==> config.mk <==
export PLATFORM = sky130hd
export DESIGN_NAME = usq_seq
export DESIGN_NICKNAME = d
export VERILOG_FILES = /design/src/rtl/usq_pkg.sv /design/src/rtl/usq_ctl_store.sv /design/src/rtl/usq_next_addr.sv /design/src/rtl/usq_seq.sv
export SDC_FILE = /design/constraint.sdc
export NUM_CORES = 1
export LEC_CHECK = 0
export ABC_AREA = 1
export ABC_CLOCK_PERIOD_IN_PS = 2900
export BUFFER_PORTS_ARGS = -buffer_cell sky130_fd_sc_hd__buf_2
export CAP_MARGIN = 0
export CORE_AREA = 3 3 40 42
export DETAILED_ROUTE_END_ITERATION = 16
export DIE_AREA = 0 0 43 45
export PLACE_DENSITY = 0.45
export RECOVER_POWER = 25
export SETUP_SLACK_MARGIN = 0.02
export SLEW_MARGIN = 20
export SYNTH_ARGS = -nofsm -noshare
export SYNTH_HDL_FRONTEND = slang
export SYNTH_HIERARCHICAL = 1
export SYNTH_SLANG_ARGS = --single-unit
==> constraint.sdc <==
create_clock -name clk -period 2.9 [get_ports clk]
set_clock_uncertainty 0.1 [all_clocks]
set_input_delay 0.87 -clock clk [delete_from_list [all_inputs] [get_ports clk]]
set_output_delay 0.87 -clock clk [all_outputs]
set_load 0.05 [all_outputs]
==> src/rtl/usq_pkg.sv <==
package usq_pkg;
  localparam int ADDR_W = 3;
  localparam int SEL_W  = 2;
  localparam int STB_W  = 4;
  localparam int WORD_W = SEL_W + STB_W + 2 * ADDR_W;
  localparam int DEPTH  = 1 << ADDR_W;

  typedef logic [ADDR_W-1:0] addr_t;

  // strobe bits, high bit first: shift, clear carry, load, init
  typedef struct packed {
    logic shiftDec;
    logic clrCarry;
    logic load;
    logic init;
  } strobes_t;

  typedef enum logic [SEL_W-1:0] {
    SEL_ALWAYS = 2'b00,
    SEL_GO     = 2'b01,
    SEL_LSB    = 2'b10,
    SEL_ZERO   = 2'b11
  } sel_e;

  // microword: select, strobes, taken successor, default successor
  typedef struct packed {
    sel_e     sel;
    strobes_t stb;
    addr_t    nxt1;
    addr_t    nxt0;
  } uword_t;

  localparam addr_t A_IDLE = addr_t'(0);
  localparam addr_t A_INIT = addr_t'(1);
  localparam addr_t A_MUL0 = addr_t'(2);
  localparam addr_t A_ADD  = addr_t'(3);
  localparam addr_t A_MUL1 = addr_t'(4);

  localparam strobes_t STB_NONE = '{shiftDec: 1'b0, clrCarry: 1'b0, load: 1'b0, init: 1'b0};

  function automatic uword_t wordFor(int unsigned idx);
    uword_t w;
    w.sel  = SEL_ALWAYS;
    w.stb  = STB_NONE;
    w.nxt1 = A_IDLE;
    w.nxt0 = A_IDLE;
    case (idx)
      0: begin w.sel = SEL_GO;  w.nxt1 = A_INIT; w.nxt0 = A_IDLE; end
      1: begin w.stb.init = 1'b1; w.stb.clrCarry = 1'b1; w.nxt1 = A_MUL0; w.nxt0 = A_MUL0; end
      2: begin w.sel = SEL_LSB; w.nxt1 = A_ADD;  w.nxt0 = A_MUL1; end
      3: begin w.stb.load = 1'b1; w.nxt1 = A_MUL1; w.nxt0 = A_MUL1; end
      4: begin
        w.sel = SEL_ZERO; w.stb.shiftDec = 1'b1; w.stb.clrCarry = 1'b1;
        w.nxt1 = A_IDLE; w.nxt0 = A_MUL0;
      end
      default: ;
    endcase
    return w;
  endfunction
endpackage

==> src/rtl/usq_ctl_store.sv <==
module usq_ctl_store
  import usq_pkg::*;
(
  input  addr_t  rdAddr,
  output uword_t rdWord
);
  uword_t rom [DEPTH];

  for (genvar i = 0; i < DEPTH; i++) begin : g_word
    assign rom[i] = wordFor(i);
  end

  assign rdWord = rom[rdAddr];
endmodule

==> src/rtl/usq_next_addr.sv <==
module usq_next_addr
  import usq_pkg::*;
(
  input  sel_e  sel,
  input  addr_t nxt0,
  input  addr_t nxt1,
  input  logic  goReq,
  input  logic  lsbBit,
  input  logic  cntZero,
  output addr_t nxtAddr
);
  logic takeAlt;

  always_comb begin
    case (sel)
      SEL_GO:   takeAlt = goReq;
      SEL_LSB:  takeAlt = lsbBit;
      SEL_ZERO: takeAlt = cntZero;
      default:  takeAlt = 1'b0;
    endcase
  end

  assign nxtAddr = takeAlt ? nxt1 : nxt0;
endmodule

==> src/rtl/usq_seq.sv <==
module usq_seq
  import usq_pkg::*;
(
  input  logic              clk,
  input  logic              rst,
  input  logic              goReq,
  input  logic              lsbBit,
  input  logic              cntZero,
  output logic              strInit,
  output logic              strLoad,
  output logic              strClrCarry,
  output logic              strShift,
  output logic [ADDR_W-1:0] curAddr
);
  addr_t  carQ;
  addr_t  nxtAddr;
  uword_t word;

  usq_ctl_store u_store (
    .rdAddr (carQ),
    .rdWord (word)
  );

  usq_next_addr u_next (
    .sel     (word.sel),
    .nxt0    (word.nxt0),
    .nxt1    (word.nxt1),
    .goReq   (goReq),
    .lsbBit  (lsbBit),
    .cntZero (cntZero),
    .nxtAddr (nxtAddr)
  );

  always_ff @(posedge clk) begin
    if (rst) carQ <= A_IDLE;
    else     carQ <= nxtAddr;
  end

  assign curAddr     = carQ;
  assign strInit     = word.stb.init;
  assign strLoad     = word.stb.load;
  assign strClrCarry = word.stb.clrCarry;
  assign strShift    = word.stb.shiftDec;


  reset_idle_chk: assert property (@(posedge clk) rst |=> (curAddr == A_IDLE));

  idle_hold_chk: assert property (@(posedge clk) disable iff (rst)
    (curAddr == A_IDLE && !goReq) |=> (curAddr == A_IDLE));

  idle_start_chk: assert property (@(posedge clk) disable iff (rst)
    (curAddr == A_IDLE && goReq) |=> (curAddr == A_INIT));

  init_next_chk: assert property (@(posedge clk) disable iff (rst)
    (curAddr == A_INIT) |=> (curAddr == A_MUL0));

  init_stb_chk: assert property (@(posedge clk) disable iff (rst)
    (curAddr == A_INIT) |-> (strInit && strClrCarry && !strLoad && !strShift));

  mul0_add_chk: assert property (@(posedge clk) disable iff (rst)
    (curAddr == A_MUL0 && lsbBit) |=> (curAddr == A_ADD));

  mul0_skip_chk: assert property (@(posedge clk) disable iff (rst)
    (curAddr == A_MUL0 && !lsbBit) |=> (curAddr == A_MUL1));

  add_next_chk: assert property (@(posedge clk) disable iff (rst)
    (curAddr == A_ADD) |=> (curAddr == A_MUL1));

  mul1_done_chk: assert property (@(posedge clk) disable iff (rst)
    (curAddr == A_MUL1 && cntZero) |=> (curAddr == A_IDLE));

  mul1_loop_chk: assert property (@(posedge clk) disable iff (rst)
    (curAddr == A_MUL1 && !cntZero) |=> (curAddr == A_MUL0));

  stb_excl_chk: assert property (@(posedge clk) disable iff (rst)
    $onehot0({strInit, strLoad, strShift}));
endmodule

==> flow_summary.toml, run 1 <==
[run_status]
outcome = "finished, final reports clean"

[job]
cap_violations = 0

[clock_network]
tritoncts = "built"
ctsHoldBuffers = 0
numCtsBuffers = 3
h-tree-depth = 1
cts_root_buf = "clkbuf_4"
post_cts_resized = 0
clk_pin_slew_ns = 0.04
cts.sinks = 3
clk_path_buf_depth = 2
postCtsSetupBuffers = 0
worstSkewPairLatency_ns = 0.23

[yosys]
synth_cell_types = 13
syn_inst = 56
synthTopCellsByArea = "ha_1 (18%), dfxtp_1 (18%), nand2_1 (12%)"
synth_top_area_share_pct = 18.4
synth-seq-cells = 3
synth_largest_area_cell = "ha_1"
yosysWarnings = 6
synth_area_sq_um = 340
synth.avg_cell_area_sq_um = 6.08
syn_nets = 66
ys_seq_area_share_pct = 17.6

[layout]
nets = 78
final_cell_area_sq_um = 414
drive_gt1_share_pct = 28.4
largest_reg_flops = 3
num_antenna_cells = 0
utilization_pct = 32.2
syn_to_final_growth_pct = 21.7

[floorplanning]
dieHeight_um = 45
initial_utilization_pct = 26.5
num_rows = 13
die_x_um = 43
ios = 12
core_sq_um = 1280
dieArea_sq_um = 1940

[critical_path]
arrival_ns = 1.44
cp_data_required_time_ns = 1.93
cp_max_fo = 7
critPathKind = "register to primary output"
worstSetupEndpointType = "primary output"
critPathLaunchType = "register"

[timing]
hold_viol = 0
period_share_pct = 83.3
fin_crit_ns = 2.41
rsz0062_at_grt = "false"
tns_ns = 0
fmax_ghz = 0.414
finalSetupViolCount = 0
maxSlewViolCount = 0
layout_setup_ws_ns = 0.486

[drt]
initialDrtViolationCount = 22
firstDrtPassIters = 4
vias_per_cell = 4.24
drc = 0
vias = 348
routed_wl_um = 673
wl_per_cell_um = 8.21
drtAntennaViolNets = 0

[global_route]
met2_usage_pct = 12.3
antenna_found_initial = 0
grt_pass1_wl_mm = 1.08
grt-busiest-layer = "met2"
track_usage_pct = 7.82
grtUsageMet1_pct = 7.93
grtUsageMet3_pct = 1.99
grt_pass1_vias = 293
overflow = 0
grt_start_max_net_pins = 9

[hold_path]
hp-class = "register to register"

[placement]
io_buffer_count = 11
gp_congestion = 0.696
place_hpwl_um = 533
postPlaceCellArea_sq_um = 388
pre_cts_slack_ns = 0.722
layer usage:
layer | routed length [um] | vias up
li1 | - | 187
met1 | 303 | 145
met2 | 291 | 14
met3 | 57 | 2
met4 | 22 | 0
met5 | 0 | -
final timing paths:
path / slack (ns) / cells after the start / end / start
worst max-delay path: 0.49 / 5 / strClrCarry / curAddr[1]$_SDFF_PP0_
worst min-delay path: 0.65 / 6 / curAddr[2]$_SDFF_PP0_ / curAddr[1]$_SDFF_PP0_
worst max register to register: 1.40 / 10 / curAddr[1]$_SDFF_PP0_ / curAddr[0]$_SDFF_PP0_
worst min register to register: 0.65 / 6 / curAddr[2]$_SDFF_PP0_ / curAddr[1]$_SDFF_PP0_
placed cells by master (no fill, tap or decap), drive strengths merged:
master / instances
nand2: 13
nand4: 3
nand3: 7
nor2: 8
dfxtp: 3
inv: 12
clkbuf: 4
ha: 5
conb: 1
buf: 11
synthesized netlist by cell type:
| master | count |
|---|---|
| buf_4 | 3 |
| clkbuf_1 | 1 |
| conb_1 | 1 |
| dfxtp_1 | 3 |
| ha_1 | 5 |
| inv_1 | 10 |
| inv_2 | 2 |
| nand2_1 | 11 |
| nand2_2 | 2 |
| nand3_1 | 6 |
| nand3_2 | 1 |
| nand4_1 | 3 |
| nor2_1 | 8 |
through the flow:
| stage | instances | hold WS (ns) |
|---|---|---|
| 4_1_cts | 82 | 0.665 |
| 5_1_grt | 82 | 0.715 |
| 2_1_floorplan | 56 | 0.832 |
| 3_5_place_dp | 78 | 0.659 |
| 6_report | 82 | 0.655 |
| 3_3_place_gp | 78 | 0.677 |
worst max-delay path: stages (launching register included):
cell,delay (ns)
dfxtp_1,0.32
inv_1,0.12
ha_1,0.31
nand2_1,0.10
nand2_1,0.10
buf_2,0.26
area by class of cell:
cell class,count,area [sq um]
tap,15,18.8
sequential,3,60.1
fill,146,871
clock buffer,4,26.3
inverter,12,45.0
multi-input combinational,37,209
timing repair buffer,11,55.1
cells by family after synthesis:
family | Yosys count | synth area share, %
DFF | 3 | 17.6
adders and majority gates | 5 | 18.4
buffers and inverters | 16 | 21.0
and+or+nand+nor | 31 | 41.9
other | 1 | 1.10
Power of run 1 is not shown: default switching activity piles up to over one toggle a cycle in this logic, so the estimate is an artifact.
==> inputs of run 2 (changes only) <==
--- a/config.mk
+++ b/config.mk
@@ -6,7 +6,7 @@
 export NUM_CORES = 1
 export LEC_CHECK = 0
 export ABC_AREA = 1
-export ABC_CLOCK_PERIOD_IN_PS = 2900
+export ABC_CLOCK_PERIOD_IN_PS = 2300
 export BUFFER_PORTS_ARGS = -buffer_cell sky130_fd_sc_hd__buf_2
 export CAP_MARGIN = 0
 export CORE_AREA = 3 3 40 42
==> constraint.sdc (replaced) <==
create_clock -name clk -period 2.3 [get_ports clk]
set_clock_uncertainty 0.1 [all_clocks]
set_input_delay 0.69 -clock clk [delete_from_list [all_inputs] [get_ports clk]]
set_output_delay 0.69 -clock clk [all_outputs]
set_load 0.05 [all_outputs]
==> run 2 against run 1 <==
- final cell count unchanged
- utilization is 0.39 points higher
- setup slack worse by 0.33 ns
- critical endpoint unchanged
- final area is 1.2% higher
- first-iteration DRC count shrank 9.1%
- routed wire length down 0.15%
- die area is the same
- flip-flop and latch count unchanged
==> flow_summary.toml, run 2 (synthesis gave the netlist of run 1 again) <==
[timing]
tns_ns = 0
period_share_pct = 93.3
fin_crit_ns = 2.15
fmax_ghz = 0.466
finalSetupViolCount = 0
rsz0062_at_grt = "false"
maxSlewViolCount = 0
layout_setup_ws_ns = 0.154
hold_viol = 0

[layout]
mostFrequentLayoutCells = "nand2_1 (11), inv_1 (10), buf_2 (10)"
num_antenna_cells = 0
final_cell_area_sq_um = 419
utilization_pct = 32.6
layout_commonest_cell = "nand2_1"
largest_reg_flops = 3
nets = 78
drive_gt1_share_pct = 29.9
syn_to_final_growth_pct = 23.2

[critical_path]
cp_data_required_time_ns = 1.51
cp_max_fo = 7
critPathLaunchType = "register"
worstSetupEndpointType = "primary output"
arrival_ns = 1.36
critPathKind = "register to primary output"

[drt]
firstDrtPassIters = 4
drtAntennaViolNets = 0
initialDrtViolationCount = 20
vias_per_cell = 4.22
drc = 0
routed_wl_um = 672
vias = 346
wl_per_cell_um = 8.20

[floorplanning]
die_x_um = 43
initial_utilization_pct = 26.5
dieHeight_um = 45
num_rows = 13
dieArea_sq_um = 1940
core_sq_um = 1280
ios = 12

[run_status]
outcome = "finished, final reports clean"

[global_route]
grt_pass1_vias = 293
overflow = 0
antenna_found_initial = 0
grt_pass1_wl_mm = 1.08
grt_start_max_net_pins = 9
track_usage_pct = 7.82

[clock_network]
h-tree-depth = 1
tritoncts = "built"
clk_pin_slew_ns = 0.04
worstSkewPairLatency_ns = 0.23
cts_root_buf = "clkbuf_4"
numCtsBuffers = 3
cts.sinks = 3
clk_path_buf_depth = 2
postCtsSetupBuffers = 0

[placement]
pre_cts_slack_ns = 0.302
gp_congestion = 0.696
postPlaceCellArea_sq_um = 388
io_buffer_count = 11
place_hpwl_um = 533

[hold_path]
hp-class = "input port to register"

[job]
cap_violations = 0
-- run 2: worst paths after layout --
check             slack [ns]                   from  cells after the start                    end
setup / recovery        0.15  curAddr[1]$_SDFF_PP0_                      5            strClrCarry
hold reg to reg         0.66  curAddr[1]$_SDFF_PP0_                      6  curAddr[2]$_SDFF_PP0_
hold / removal          0.54                    rst                      2  curAddr[2]$_SDFF_PP0_
setup reg to reg        0.81  curAddr[0]$_SDFF_PP0_                     10  curAddr[1]$_SDFF_PP0_
-- run 2: layout make-up --
class | count | area (sq um)
Tap cell | 15 | 18.8
Timing Repair Buffer | 11 | 57.6
Fill cell | 146 | 866
Inverter | 12 | 45.0
Sequential cell | 3 | 60.1
Multi-Input combinational cell | 37 | 211
Clock buffer | 4 | 26.3
-- run 2: critical path, stage by stage, from the launching register on --
cell      delay (ns)
dfxtp_1         0.32
inv_1           0.12
ha_2            0.27
nand2_1         0.08
nand2_1         0.09
clkbuf_4        0.23
-- run 2: metal layers --
| layer | wire length (um) | track usage (%) | share of wire [%] |
|---|---|---|---|
| met5 | 0 | 0 | 0 |
| met4 | 22 | 9.04 | 3.3 |
| met3 | 49 | 1.99 | 7.3 |
| met2 | 293 | 12.3 | 44 |
| met1 | 307 | 7.93 | 46 |
-- run 2: repair_timing --
action	CTS	global route
hold buffers	0	0
gates resized for setup	0	2
endpoints found under the setup margin	0	2
-- run 2: per-stage QoR --
step	hold WS [ns]	cells
floorplan	0.661	56
global placement	0.677	78
detailed placement	0.659	78
CTS	0.529	82
global route	0.535	82
finish	0.542	82
Power of run 2 is left out for the same reason.
==> inputs of run 3 (changes only) <==
--- a/config.mk
+++ b/config.mk
@@ -6,7 +6,7 @@
 export NUM_CORES = 1
 export LEC_CHECK = 0
 export ABC_AREA = 1
-export ABC_CLOCK_PERIOD_IN_PS = 2300
+export ABC_CLOCK_PERIOD_IN_PS = 2520
 export BUFFER_PORTS_ARGS = -buffer_cell sky130_fd_sc_hd__buf_2
 export CAP_MARGIN = 0
 export CORE_AREA = 3 3 40 42
==> constraint.sdc (replaced) <==
create_clock -name clk -period 2.52 [get_ports clk]
set_clock_uncertainty 0.1 [all_clocks]
set_input_delay 0.504 -clock clk [delete_from_list [all_inputs] [get_ports clk]]
set_output_delay 0.504 -clock clk [all_outputs]
set_load 0.05 [all_outputs]
==> run 3 against run 2 <==
- global-route usage is the same
- non-clock buffer count is the same
- final cell count is the same
- final area shrank 1.8%
- first-iteration DRC count grew 10%
- setup slack gained 0.32 ns
- flip-flop and latch count is the same
- sequential share of layout area grew 0.26 points
- via count grew 0.58%
- critical path depth is the same
- critical path type unchanged
==> flow_summary.toml, run 3 (synthesis gave the netlist of run 1 again) <==
[run_status]
outcome = "finished, final reports clean"

[critical_path]
critPathKind = "register to primary output"
rrSetupSlack_ns = 1.02
crit_chain = "inv_1 -> ha_1 -> nand2_1 -> nand2_1 -> buf_2"
cp_data_required_time_ns = 1.92
worstReg2RegStart = "curAddr[0]$_SDFF_PP0_"
arrival_ns = 1.45
r2r-end = "curAddr[1]$_SDFF_PP0_"
cp_max_fo = 7
cpMostUsedCell = "nand2_1"
critPathLaunchType = "register"
cp_top_family = "buffers and inverters"
critPathBufInv = 2
slowest_delay_ns = 0.33
cp_slowest_cell = "dfxtp_1"
worst-r2r-cell-count = 10
worstSetupEndpointType = "primary output"

[clock_network]
worstSkewPairLatency_ns = 0.23
clk_pin_slew_ns = 0.04
postCtsSetupBuffers = 0
cts_root_buf = "clkbuf_4"
ctsHoldBuffers = 0
tritoncts = "built"
post_cts_resized = 0
cts.sinks = 3
h-tree-depth = 1
clk_path_buf_depth = 2
numCtsBuffers = 3

[hold_path]
hold_end = "curAddr[2]$_SDFF_PP0_"
worstHoldStart = "rst"
hp-class = "input port to register"
holdPathStages = 2

[global_route]
grt_pass1_vias = 293
overflow = 0
track_usage_pct = 7.82
grt_start_max_net_pins = 9
antenna_found_initial = 0
grt_pass1_wl_mm = 1.08

[floorplanning]
num_rows = 13
die_x_um = 43
dieArea_sq_um = 1940
initial_utilization_pct = 26.5
ios = 12
core_sq_um = 1280
dieHeight_um = 45

[drt]
vias = 348
routed_wl_um = 669
drtAntennaViolNets = 0
drc = 0
vias_per_cell = 4.24
firstDrtPassIters = 4
wl_per_cell_um = 8.16
initialDrtViolationCount = 22

[timing]
maxSlewViolCount = 0
fin_crit_ns = 2.05
hold-worst-slack_ns = 0.356
slew_headroom_pct = 60.5
period_share_pct = 81.4
fmax_ghz = 0.488
tightestPinTransition_ns = 0.594
tns_ns = 0
rsz0062_at_grt = "false"
layout_setup_ws_ns = 0.469
hold_viol = 0
finalSetupViolCount = 0

[layout]
drive_gt1_share_pct = 25.4
num_antenna_cells = 0
largest_reg_flops = 3
mostFrequentLayoutCells = "nand2_1 (11), inv_1 (10), buf_2 (9)"
nets = 78
layout_commonest_cell = "nand2_1"
syn_to_final_growth_pct = 21.0
fillers = 146

[job]
cap_violations = 0

[placement]
gp_congestion = 0.696
pre_cts_slack_ns = 0.708
place_hpwl_um = 533
io_buffer_count = 11
-- run 3: worst register-to-register path, stage by stage, from the launching register on --
cell and delay (ns):
dfxtp_1 0.37, inv_1 0.10, ha_1 0.22, nand2_1 0.06
nand2_1 0.10, inv_1 0.09, nand3_1 0.10, nand4_1 0.11
nand2_1 0.06, inv_1 0.05, nor2_1 0.03
-- run 3: cell type report --
cell class | instances | area (sq um) | area share (%)
inverters | 12 | 45.0 | 10.9
clock buffers | 4 | 26.3 | 6.38
well taps | 15 | 18.8 | 4.56
repair buffers | 11 | 52.6 | 12.8
flip-flops and latches | 3 | 60.1 | 14.6
multi-input cells | 37 | 209 | 50.8
-- run 3: metrics by stage --
stage          util [%]  instances  area (sq um)
2_1_floorplan         -         56           340
3_3_place_gp       30.2         78           388
3_5_place_dp       30.2         78           388
4_1_cts            32.2         82           414
5_1_grt            32.0         82           412
6_report           32.0         82           412
-- run 3: worst max path at each step --
stage / start / slack, ns / end / cells after the start
6_report: curAddr[1]$_SDFF_PP0_ / 0.47 / strClrCarry / 5
2_1_floorplan: curAddr[0]$_SDFF_PP0_ / 0.54 / strClrCarry / 5
3_5_place_dp: curAddr[1]$_SDFF_PP0_ / 0.71 / strClrCarry / 5
5_1_grt: curAddr[1]$_SDFF_PP0_ / 0.32 / strClrCarry / 5
3_3_place_gp: curAddr[1]$_SDFF_PP0_ / 0.72 / strClrCarry / 5
4_1_cts: curAddr[1]$_SDFF_PP0_ / 0.45 / strClrCarry / 5
-- run 3: metal layers --
| metal | GRT usage [%] | part of all wire, % | vias up |
|---|---|---|---|
| met5 | 0 | 0 | - |
| met4 | 9.04 | 3.3 | 0 |
| met3 | 1.99 | 8.5 | 2 |
| met2 | 12.3 | 43 | 14 |
| met1 | 7.93 | 45 | 145 |
| li1 | - | - | 187 |
Power of run 3 is left out for the same reason.
